### src/rtl/static_bp_pkg.sv
package static_bp_pkg;

    typedef enum logic [1:0] {
        HINT_NONE = 2'b00,
        HINT_NT   = 2'b01,
        HINT_T    = 2'b10,
        HINT_RSV  = 2'b11
    } hint_e;

endpackage

### src/rtl/sbp_static_dir.sv
module sbp_static_dir
    import static_bp_pkg::*;
#(
    parameter int AW = 32
) (
    input  logic          mode_dir,
    input  logic [AW-1:0] pc,
    input  logic [AW-1:0] tgt,
    input  logic [1:0]    hint,
    output logic          stat_taken
);

    logic backward;

    // Unsigned compare over the full width; equal counts as forward.
    assign backward = (tgt < pc);

    always_comb begin
        if (hint == HINT_T) begin
            stat_taken = 1'b1;
        end else if (hint == HINT_NT) begin
            stat_taken = 1'b0;
        end else if (mode_dir) begin
            stat_taken = backward;
        end else begin
            stat_taken = 1'b0;
        end
    end

endmodule

### src/rtl/sbp_next_sel.sv
module sbp_next_sel #(
    parameter int AW         = 32,
    parameter int INSN_BYTES = 4
) (
    input  logic          taken,
    input  logic [AW-1:0] pc,
    input  logic [AW-1:0] tgt,
    output logic [AW-1:0] next_pc
);

    localparam logic [AW-1:0] STEP = AW'(INSN_BYTES);

    logic [AW-1:0] fall_thru;

    assign fall_thru = pc + STEP;
    assign next_pc   = taken ? tgt : fall_thru;

endmodule

### src/rtl/static_bp.sv
module static_bp
    import static_bp_pkg::*;
#(
    parameter int AW         = 32,
    parameter int INSN_BYTES = 4
) (
    input  logic          clk,
    input  logic          rst_n,
    input  logic          req_vld,
    input  logic [AW-1:0] br_pc,
    input  logic [AW-1:0] br_tgt,
    input  logic [1:0]    br_hint,
    input  logic          mode_dir,
    input  logic          dyn_hit,
    input  logic          dyn_taken,
    output logic          pred_vld,
    output logic          pred_taken,
    output logic [AW-1:0] pred_next
);

    typedef struct packed {
        logic          vld;
        logic          taken;
        logic [AW-1:0] next;
    } pred_t;

    pred_t         st_d, st_q;
    logic          stat_taken;
    logic          final_taken;
    logic [AW-1:0] next_pc;

    sbp_static_dir #(.AW(AW)) u_dir (
        .mode_dir   (mode_dir),
        .pc         (br_pc),
        .tgt        (br_tgt),
        .hint       (br_hint),
        .stat_taken (stat_taken)
    );

    // The dynamic answer wins whenever it is usable.
    assign final_taken = dyn_hit ? dyn_taken : stat_taken;

    sbp_next_sel #(.AW(AW), .INSN_BYTES(INSN_BYTES)) u_sel (
        .taken   (final_taken),
        .pc      (br_pc),
        .tgt     (br_tgt),
        .next_pc (next_pc)
    );

    always_comb begin
        st_d     = st_q;
        st_d.vld = req_vld;
        if (req_vld) begin
            st_d.taken = final_taken;
            st_d.next  = next_pc;
        end
    end

    always_ff @(posedge clk) begin
        if (!rst_n) begin
            st_q <= '0;
        end else begin
            st_q <= st_d;
        end
    end

    assign pred_vld   = st_q.vld;
    assign pred_taken = st_q.taken;
    assign pred_next  = st_q.next;

    localparam logic [AW-1:0] STEP_CHK = AW'(INSN_BYTES);

    AST_VLD_RISE: assert property (@(posedge clk) disable iff (!rst_n)
        req_vld |=> pred_vld);
    AST_VLD_IDLE: assert property (@(posedge clk) disable iff (!rst_n)
        !req_vld |=> !pred_vld);
    AST_DYN_PASS: assert property (@(posedge clk) disable iff (!rst_n)
        (req_vld && dyn_hit) |=> (pred_taken == $past(dyn_taken)));
    AST_HINT_TAKEN: assert property (@(posedge clk) disable iff (!rst_n)
        (req_vld && !dyn_hit && br_hint == HINT_T) |=> pred_taken);
    AST_NEXT_ADDR: assert property (@(posedge clk) disable iff (!rst_n)
        req_vld |=> (pred_next == (pred_taken ? $past(br_tgt)
                                              : $past(br_pc) + STEP_CHK)));
    AST_HOLD: assert property (@(posedge clk) disable iff (!rst_n)
        !req_vld |=> ($stable(pred_taken) && $stable(pred_next)));

endmodule

### config.mk
export PLATFORM = sky130hd
export DESIGN_NAME = static_bp
export DESIGN_NICKNAME = d
export VERILOG_FILES = /design/src/rtl/static_bp_pkg.sv /design/src/rtl/sbp_static_dir.sv /design/src/rtl/sbp_next_sel.sv /design/src/rtl/static_bp.sv
export SDC_FILE = /design/constraint.sdc
export NUM_CORES = 1
export LEC_CHECK = 0
export BUFFER_PORTS_ARGS = -buffer_cell sky130_fd_sc_hd__buf_2
export CAP_MARGIN = 20
export CORE_MARGIN = 3
export CORE_UTILIZATION = 40
export CTS_CLUSTER_DIAMETER = 120
export DETAILED_ROUTE_END_ITERATION = 8
export GPL_TIMING_DRIVEN = 0
export PLACE_DENSITY_LB_ADDON = 0.08
export SYNTH_ARGS = -nofsm -noshare
export SYNTH_HDL_FRONTEND = slang
export SYNTH_HIERARCHICAL = 1
export SYNTH_SLANG_ARGS = --single-unit
### constraint.sdc
create_clock -name clk -period 3.95 [get_ports clk]
set_input_delay 0.5925 -clock clk [delete_from_list [all_inputs] [get_ports clk]]
set_output_delay 0.5925 -clock clk [all_outputs]
set_load 0.005 [all_outputs]
==> results of run 1 <==
[power breakdown]
group | switching (mW) | internal [mW]
logic | 0.167 | 0.147
registers | 0.0125 | 0.371
clock network | 0.121 | 0.202
[stage by stage]
stage	worst slack, ns	setup TNS, ns
CTS	0.236	0
global placement	-0.0771	-0.493
global route	0.0821	0
floorplan	0.712	0
detailed placement	-0.0791	-0.476
finish	0.389	0
[cells in the mapped netlist, drive strengths merged (2+ instances only)]
library cell | instances | share of area, %
a21o | 2 | 0.49
a21oi | 9 | 1.5
a221oi | 2 | 0.57
a31oi | 15 | 3.1
and3 | 3 | 0.61
and4 | 6 | 1.7
buf | 6 | 2.5
clkbuf | 9 | 1.1
dfxtp | 34 | 22
ha | 32 | 13
inv | 35 | 4.3
mux2 | 5 | 1.8
mux2i | 32 | 10
nand2 | 30 | 3.7
nand2b | 3 | 0.86
nand3 | 12 | 2.0
nand4 | 10 | 2.5
nor2 | 17 | 2.1
nor2b | 34 | 7.0
nor3b | 2 | 0.49
nor4 | 3 | 0.82
o211ai | 3 | 0.74
o21ai | 29 | 4.9
o31ai | 5 | 1.2
or3 | 9 | 1.8
or4 | 6 | 1.6
xnor2 | 7 | 2.0
xor2 | 7 | 2.0
[critical path, stage by stage]
cell and delay [ns]:
buf_2 0.13, inv_1 0.05, ha_1 0.30, nand4_1 0.13, nor4_1 0.35, a31oi_1 0.14
o211ai_1 0.14, a31oi_1 0.13, maj3_2 0.34, mux2_2 0.37, clkinvlp_4 0.20, clkbuf_1 0.44
nor2_1 0.11, a31oi_1 0.16, mux2i_1 0.09, nor2b_1 0.11
[layout make-up]
cell class | instances | area [um2]
tap | 99 | 124
inverter | 36 | 139
sequential | 34 | 681
multi-input combinational | 292 | 2130
fill | 776 | 3520
buffer | 14 | 108
clock inverter | 1 | 30.0
timing repair buffer | 104 | 520
clock buffer | 6 | 82.6
[final timing paths]
kind / endpoint / slack [ns] / depth (start not counted)
max: pred_next[24] / 0.39 / 16
min: pred_next[22] / 0.51 / 2
max reg2reg: pred_taken / 3.30 / 2
min reg2reg: pred_next[22] / 0.51 / 2
[registers in the layout (all words and copies together), names as in the netlist]
name	flops
pred_taken	1
pred_vld	1
pred_next	32
[layout by cell type (no fill, tap or decap), drive strengths merged, types with 9 or more instances in the layout]
cell / Yosys / routed
a21oi: 9 / 9
a31oi: 15 / 15
buf: 6 / 110
clkbuf: 9 / 14
dfxtp: 34 / 34
ha: 32 / 32
inv: 35 / 35
mux2i: 32 / 32
nand2: 30 / 30
nand3: 12 / 12
nand4: 10 / 10
nor2: 17 / 17
nor2b: 34 / 34
o21ai: 29 / 29
or3: 9 / 9
[cells by family after synthesis]
group	count (synthesis)	share of synthesized area, %
compound gates	69	13.6
xor+xnor	14	4.01
fa+ha+maj	33	13.5
buf+inv	51	8.07
flops	34	22.3
mux	37	12.3
simple gates	139	26.2
[layer usage]
metal	up-vias	share of wire [%]	track usage, %	wire, um
met5	-	0	0	0
met4	0	0.87	4.40	72
met3	5	7.2	3.94	590
met2	97	50	35.6	4080
met1	1407	42	23.0	3490
li1	1559	-	-	-
[timing repair]
action                                  in CTS  in global routing
gates resized for setup                      0                  1
endpoints found under the setup margin       0                 13
buffers inserted                             0                  0
==> summary.txt, run 1 <==
Run status
  • Status: completed

Pwr
  • Worst VDD drop: 112 uV
  • Tot Pwr: 1.02 mW
  • Pwr Density: 267 mW/mm2
  • Leakage: 1.86 nW

Synthesis
  • Synth Register Bits: 34
  • Post-Syn Area: 0.00306 mm2
  • Yosys warnings: 6
  • Async S/R FF share, synth: 0%
  • Post-synthesis area per instance: 8.10 um2
  • Syn_nets: 481
  • Post-synth EDFFs: 0
  • Synth Flop Type: dfxtp_1
  • Seq/Total Area, Yosys: 22.3%
  • Yosys cell types: 46
  • Post-Syn Instances: 377

GRT
  • Grt ovf: 0
  • Gr usage total: 19.4%
  • Initial antenna violation count: 0
  • Largest net degree at the start of global routing: 11
  • Vias in the first global route: 2,979
  • First-pass GRT wire length: 13,500 um

Floorplanning
  • IO Count: 106
  • Die Y: 93.4 um
  • Starting Density: 41.7%
  • CORE AREA: 0.00733 mm2
  • Die area: 0.00872 mm2
  • Die Wd: 93.4 um
  • Row count: 31

Flow run
  • Maxcap violations: 0

Route
  • Vias per cell: 5.24
  • DRC Markers: 0
  • Per-cell routed wire length: 14.0 um
  • Via count: 3,068
  • WL final: 8230 um
  • Drt pass-1 iters: 4
  • DRT antenna net count: 0
  • Initial drt markers: 124

Clock tree
  • Hold-fix buffers at CTS: 0
  • Worst skew pair latency: 0.28 ns
  • CTS max path bufs: 2
  • CTS Root Cell: clkbuf_8
  • Clock transition at path regs: 0.06 ns
  • CTS tree: built
  • H-tree depth: 2
  • CTS buffer count: 5
  • Clk sink count: 34

Hold path
  • Hold path start: pred_next[22]
  • Hold/Removal Path Class: reg -> reg

STA
  • Final hold violations: 0
  • Final setup violation count: 0
  • Period minus WS final: 3.56 ns
  • Rel. slew slack: 64.9%
  • Fmax: 281 MHz
  • Worst-Margin Slew: 0.527 ns
  • RSZ-0062 raised after global routing: no
  • Max-slew violations: 0
  • Hold_ws: 0.510 ns
  • Setup Skew: 0 ns
  • Period utilization: 90.1%

Finish
  • Final nets: 591
  • Number of diodes: 0
  • Final Util: 52.0%
  • Non-Filler Instances: 586
  • Final instance area: 0.00381 mm2
  • Area delta synth->final: 24.8%
  • Layout cell share with drive strength beyond 1: 26.9%

Worst setup path
  • Data required time of the worst path: 4.17 ns
  • Worst Path Arrival: 3.78 ns
  • Reg-to-reg startpoint: pred_taken
  • Crit path launch: br_pc[13]
  • Max Fanout on Critical Path: 10
  • CP Class: in -> reg
  • Crit end category: flip-flop
  • Startpoint types: input port

Placed design
  • GPL Wtd Cong: 0.882
  • DP Cell Count: 580
  • Post-place instance area: 0.00370 mm2
  • Port bufs: 104
  • Hpwl dp: 6830 um
Note: power is estimated with default switching activity, not from simulation.
==> run 2: changes to the inputs <==
- CTS_CLUSTER_DIAMETER: 120 -> 80
- clock period: 3.95 -> 4.11 ns (I/O delays scaled with it)
==> run 2 against run 1 <==
Sequential power shrank 4%. Non-clock buffer count grew 1. Critical path depth grew 1. Total power shrank 3.9%. Register-to-register slack gained 0.16 ns. Sequential share of layout area is essentially flat. Die area is the same. Largest power group unchanged. Final area is essentially flat. Final cell count grew 0.17%. Critical path type unchanged. Critical endpoint unchanged. Utilization grew 0.051 points. Routed wire length shrank 0.16%.
==> summary.txt, run 2 (same netlist as run 1, synthesis figures left out) <==
Clock tree
  • CTS tree: built
  • CTS Root Cell: clkbuf_8
  • Hold-fix buffers at CTS: 0
  • CTS max path bufs: 2
  • Clk sink count: 34
  • H-tree depth: 2
  • Worst skew pair latency: 0.28 ns
  • Number of setup buffers added after CTS: 0
  • Clock transition at path regs: 0.06 ns
  • Post-cts gate resize count: 0
  • CTS buffer count: 5

Floorplanning
  • Die area: 0.00872 mm2
  • Die Y: 93.4 um
  • IO Count: 106
  • Row count: 31
  • CORE AREA: 0.00733 mm2
  • Starting Density: 41.7%
  • Die Wd: 93.4 um

GRT
  • Gr usage total: 19.4%
  • Largest net degree at the start of global routing: 11
  • First-pass GRT wire length: 13,500 um
  • Grt ovf: 0
  • Vias in the first global route: 2,979
  • Initial antenna violation count: 0

Worst setup path
  • Slowest stage delay, CP: 0.42 ns
  • Reg-to-reg startpoint: pred_taken
  • Crit path launch: br_pc[13]
  • Max Fanout on Critical Path: 10
  • CP Class: in -> reg
  • Crit-path cells: buf_2 -> inv_1 -> ha_1 -> nand4_1 -> nor4_1 -> a31oi_1 -> o211ai_1 -> a31oi_1 -> maj3_2 -> mux2_2 -> clkbuf_1 -> clkinvlp_4 -> clkbuf_1 -> nor2_1 -> a31oi_1 -> mux2i_1 -> nor2b_1
  • Worst Path Arrival: 3.93 ns
  • Crit-path slowest cell: clkbuf_1
  • Most common cell on crit path: a31oi_1
  • Startpoint types: input port
  • Delay-heaviest family, CP: buffers and inverters
  • Crit end category: flip-flop
  • WP buf/inv: 5
  • Data required time of the worst path: 4.33 ns

STA
  • Rel. slew slack: 67.0%
  • Period utilization: 90.3%
  • Fmax: 269 MHz
  • Setup Skew: 0 ns
  • Worst-Margin Slew: 0.495 ns
  • Final WS setup: 0.398 ns
  • RSZ-0062 raised after global routing: no
  • Hold_ws: 0.511 ns
  • Final setup violation count: 0
  • Max-slew violations: 0
  • Final hold violations: 0
  • Period minus WS final: 3.71 ns
  • Setup TNS: 0 ns

Placed design
  • GPL Wtd Cong: 0.882
  • Place WS: 0.0569 ns
  • DP Cell Count: 580
  • Hpwl dp: 6830 um
  • Post-place instance area: 0.00370 mm2
  • Port bufs: 104

Pwr
  • Worst VDD drop: 108 uV
  • Pwr Density: 257 mW/mm2
  • Leakage: 1.86 nW

Flow run
  • Maxcap violations: 0

Route
  • DRT antenna net count: 0
  • WL final: 8220 um
  • Drt pass-1 iters: 5
  • Initial drt markers: 115
  • Vias per cell: 5.26
  • Via count: 3,086
  • Per-cell routed wire length: 14.0 um
  • DRC Markers: 0

Run status
  • Status: completed

Finish
  • Non-Filler Instances: 587
  • Final instance area: 0.00382 mm2
  • Number of diodes: 0
  • Layout cell share with drive strength beyond 1: 26.8%
  • Area delta synth->final: 24.9%
  • Most common cell after layout, fill and taps aside: buf_2
  • Final nets: 592
  • Most frequent cells in the layout: buf_2 (105), inv_1 (35), nor2b_1 (34), dfxtp_1 (34)
  • Max FFs per register: 32

Hold path
  • Hold/Removal Path Class: reg -> reg
  • Hold path start: pred_next[22]
run 2: per-layer routing:
metal	wire length (um)	up-vias	global-route usage, %
met1	3460	1419	23.0
met5	0	-	0
li1	-	1563	-
met2	4090	99	35.6
met4	72	0	4.40
met3	599	5	3.94
run 2: where the power goes:
part,total [mW],switching [mW],internal [mW]
clock network,0.311,0.117,0.194
logic,0.301,0.160,0.141
registers,0.368,0.0120,0.356
total,0.980,0.289,0.692
run 2: final cells by class:
class / count / area [um2]
multi-input combinational: 292 / 2130
clock buffer: 6 / 82.6
clock inverter: 1 / 30.0
fill: 777 / 3510
timing repair buffer: 104 / 520
inverter: 36 / 139
sequential: 34 / 681
tap: 99 / 124
buffer: 15 / 111
run 2: final timing paths:
kind | to | slack [ns] | cells past startpoint
min reg2reg | pred_next[22] | 0.51 | 2
min | pred_next[22] | 0.51 | 2
max reg2reg | pred_taken | 3.46 | 2
max | pred_next[24] | 0.40 | 17
run 2: metrics by stage:
stage,power (mW),util (%)
global route,1.05,52.1
floorplan,0.553,-
finish,0.980,52.1
CTS,0.994,52.0
global placement,0.676,50.5
detailed placement,0.681,50.5
run 2: tightest hold or removal path: stages, from the launching register on:
cell	delay [ns]
dfxtp_1	0.32
mux2i_1	0.06
nor2b_1	0.09
==> run 3: changes to the inputs <==
==> constraint.sdc (replaced) <==
create_clock -name clk -period 4.11 [get_ports clk]
set_input_delay 0.411 -clock clk [delete_from_list [all_inputs] [get_ports clk]]
set_output_delay 0.411 -clock clk [all_outputs]
set_load 0.005 [all_outputs]
==> run 3 against run 2 <==
Final area is essentially flat. Total power is 0.11% lower. Utilization shrank 0.051 points. Sequential share of layout area hardly changed. Critical path depth did not move. Register-to-register slack hardly changed. Sequential cell count is the same. Die area stayed put. Hold slack got worse by 0.067 ns. Global-route usage stayed put. Final cell count unchanged. Maximum frequency rose by 5.6%. Largest power group unchanged.
==> summary.txt, run 3 (same netlist as run 1, synthesis figures left out) <==
Worst setup path
  • Number of cells on the worst reg-to-reg path: 2
  • Startpoint types: input port
  • Worst Path Arrival: 3.69 ns
  • WP depth: 17
  • Slowest stage delay, CP: 0.36 ns
  • CP Class: in -> reg
  • Crit end category: flip-flop
  • Max Fanout on Critical Path: 10
  • WP buf/inv: 5
  • Delay-heaviest family, CP: buffers and inverters
  • Data required time of the worst path: 4.29 ns
  • Crit-path slowest cell: clkinv_1
  • Crit-path cells: buf_2 -> inv_1 -> ha_1 -> a21o_1 -> a21o_1 -> a221oi_1 -> o211ai_1 -> a31oi_1 -> maj3_2 -> mux2_2 -> clkbuf_1 -> clkinv_1 -> clkbuf_1 -> nor2_1 -> a31oi_1 -> mux2i_1 -> nor2b_1

Finish
  • Number of diodes: 0
  • Layout cell share with drive strength beyond 1: 26.6%
  • Final instance area: 0.00381 mm2
  • Max FFs per register: 32
  • Most common cell after layout, fill and taps aside: buf_2
  • Final Util: 52.0%
  • Final nets: 592
  • Area delta synth->final: 24.8%
  • Fillers: 778
  • Non-Filler Instances: 587
  • Most frequent cells in the layout: buf_2 (105), inv_1 (35), nor2b_1 (34), dfxtp_1 (34)

Floorplanning
  • Die area: 0.00872 mm2
  • Die Y: 93.4 um
  • Die Wd: 93.4 um
  • IO Count: 106
  • Row count: 31
  • CORE AREA: 0.00733 mm2
  • Starting Density: 41.7%

Route
  • Drt pass-1 iters: 5
  • Vias per cell: 5.26
  • Per-cell routed wire length: 14.0 um
  • WL final: 8230 um
  • Via count: 3,087
  • DRC Markers: 0
  • DRT antenna net count: 0
  • Initial drt markers: 115

STA
  • Period minus WS final: 3.52 ns
  • Final WS setup: 0.595 ns
  • Fmax: 284 MHz
  • Final setup violation count: 0
  • Rel. slew slack: 66.6%
  • Max-slew violations: 0
  • Period utilization: 85.5%
  • Setup Skew: 0 ns
  • Setup TNS: 0 ns
  • Worst-Margin Slew: 0.501 ns
  • Final hold violations: 0
  • RSZ-0062 raised after global routing: no

Clock tree
  • Worst skew pair latency: 0.28 ns
  • H-tree depth: 2
  • CTS buffer count: 5
  • Clk sink count: 34
  • Clock transition at path regs: 0.07 ns
  • CTS max path bufs: 2
  • CTS tree: built
  • CTS Root Cell: clkbuf_8
  • Number of setup buffers added after CTS: 0
  • Hold-fix buffers at CTS: 0
  • Post-cts gate resize count: 0

Pwr
  • Pint: 0.691 mW
  • Combinational power share: 30.7%
  • Leakage: 1.86 nW
  • Sequential cell fraction of total power: 37.6%
  • Sw frac: 29.4%
  • Clock power share: 31.7%
  • Worst VDD drop: 108 uV
  • Net Switching: 0.288 mW
  • Pwr Density: 257 mW/mm2

GRT
  • Vias in the first global route: 2,979
  • Largest net degree at the start of global routing: 11
  • Gr usage total: 19.4%
  • Grt ovf: 0
  • First-pass GRT wire length: 13,500 um
  • Initial antenna violation count: 0

Placed design
  • GPL Wtd Cong: 0.882
  • DP Cell Count: 580
  • Port bufs: 104
  • Post-place instance area: 0.00370 mm2
  • Hpwl dp: 6830 um
  • Place WS: 0.262 ns

Run status
  • Status: completed

Hold path
  • Worst Hold Depth: 2
  • Hold/Removal Path Class: in -> reg

Flow run
  • Maxcap violations: 0
[run 3: cell types whose count changed in the layout (fill, tap and decap cells not counted)]
cell	before	now
clkinv_1	0	1
clkinvlp_4	1	0
[run 3: final cells by class]
| class | count | area [um2] | area share (%) |
|---|---|---|---|
| clock inverter | 1 | 30.0 | 0.788 |
| inverter | 36 | 135 | 3.54 |
| sequential | 34 | 681 | 17.9 |
| buffer | 15 | 111 | 2.92 |
| tap | 99 | 124 | 3.25 |
| clock buffer | 6 | 82.6 | 2.17 |
| timing repair buffer | 104 | 520 | 13.7 |
| multi-input combinational | 292 | 2130 | 55.8 |
[run 3: through the flow]
step | hold WS [ns] | total power, mW
global route | 0.446 | 1.05
finish | 0.444 | 0.979
detailed placement | 0.501 | 0.681
CTS | 0.432 | 0.994
global placement | 0.492 | 0.676
floorplan | 0.507 | 0.553
[run 3: power by group through the flow]
stage | combinational, mW | clock (mW) | sequential (mW)
floorplan | 0.174 | 0 | 0.379
global placement | 0.300 | 0 | 0.375
detailed placement | 0.304 | 0 | 0.376
CTS | 0.306 | 0.320 | 0.369
global route | 0.344 | 0.335 | 0.372
finish | 0.301 | 0.310 | 0.369
[run 3: routing by layer]
metal  part of all wire, %  vias up  GRT usage, %  wire, um
met5                     0        -             0         0
met4                  0.88        0          4.40        72
met1                    42     1418          23.0      3450
met3                   7.4        5          3.94       612
met2                    50      101          35.6      4090
li1                      -     1563             -         -
[run 3: path summary, 6_finish.rpt]
path	start	to	slack [ns]
setup reg to reg	pred_taken	pred_taken	3.46
setup / recovery	br_pc[9]	pred_next[30]	0.59
hold reg to reg	pred_next[22]	pred_next[22]	0.51
hold / removal	rst_n	pred_next[30]	0.44
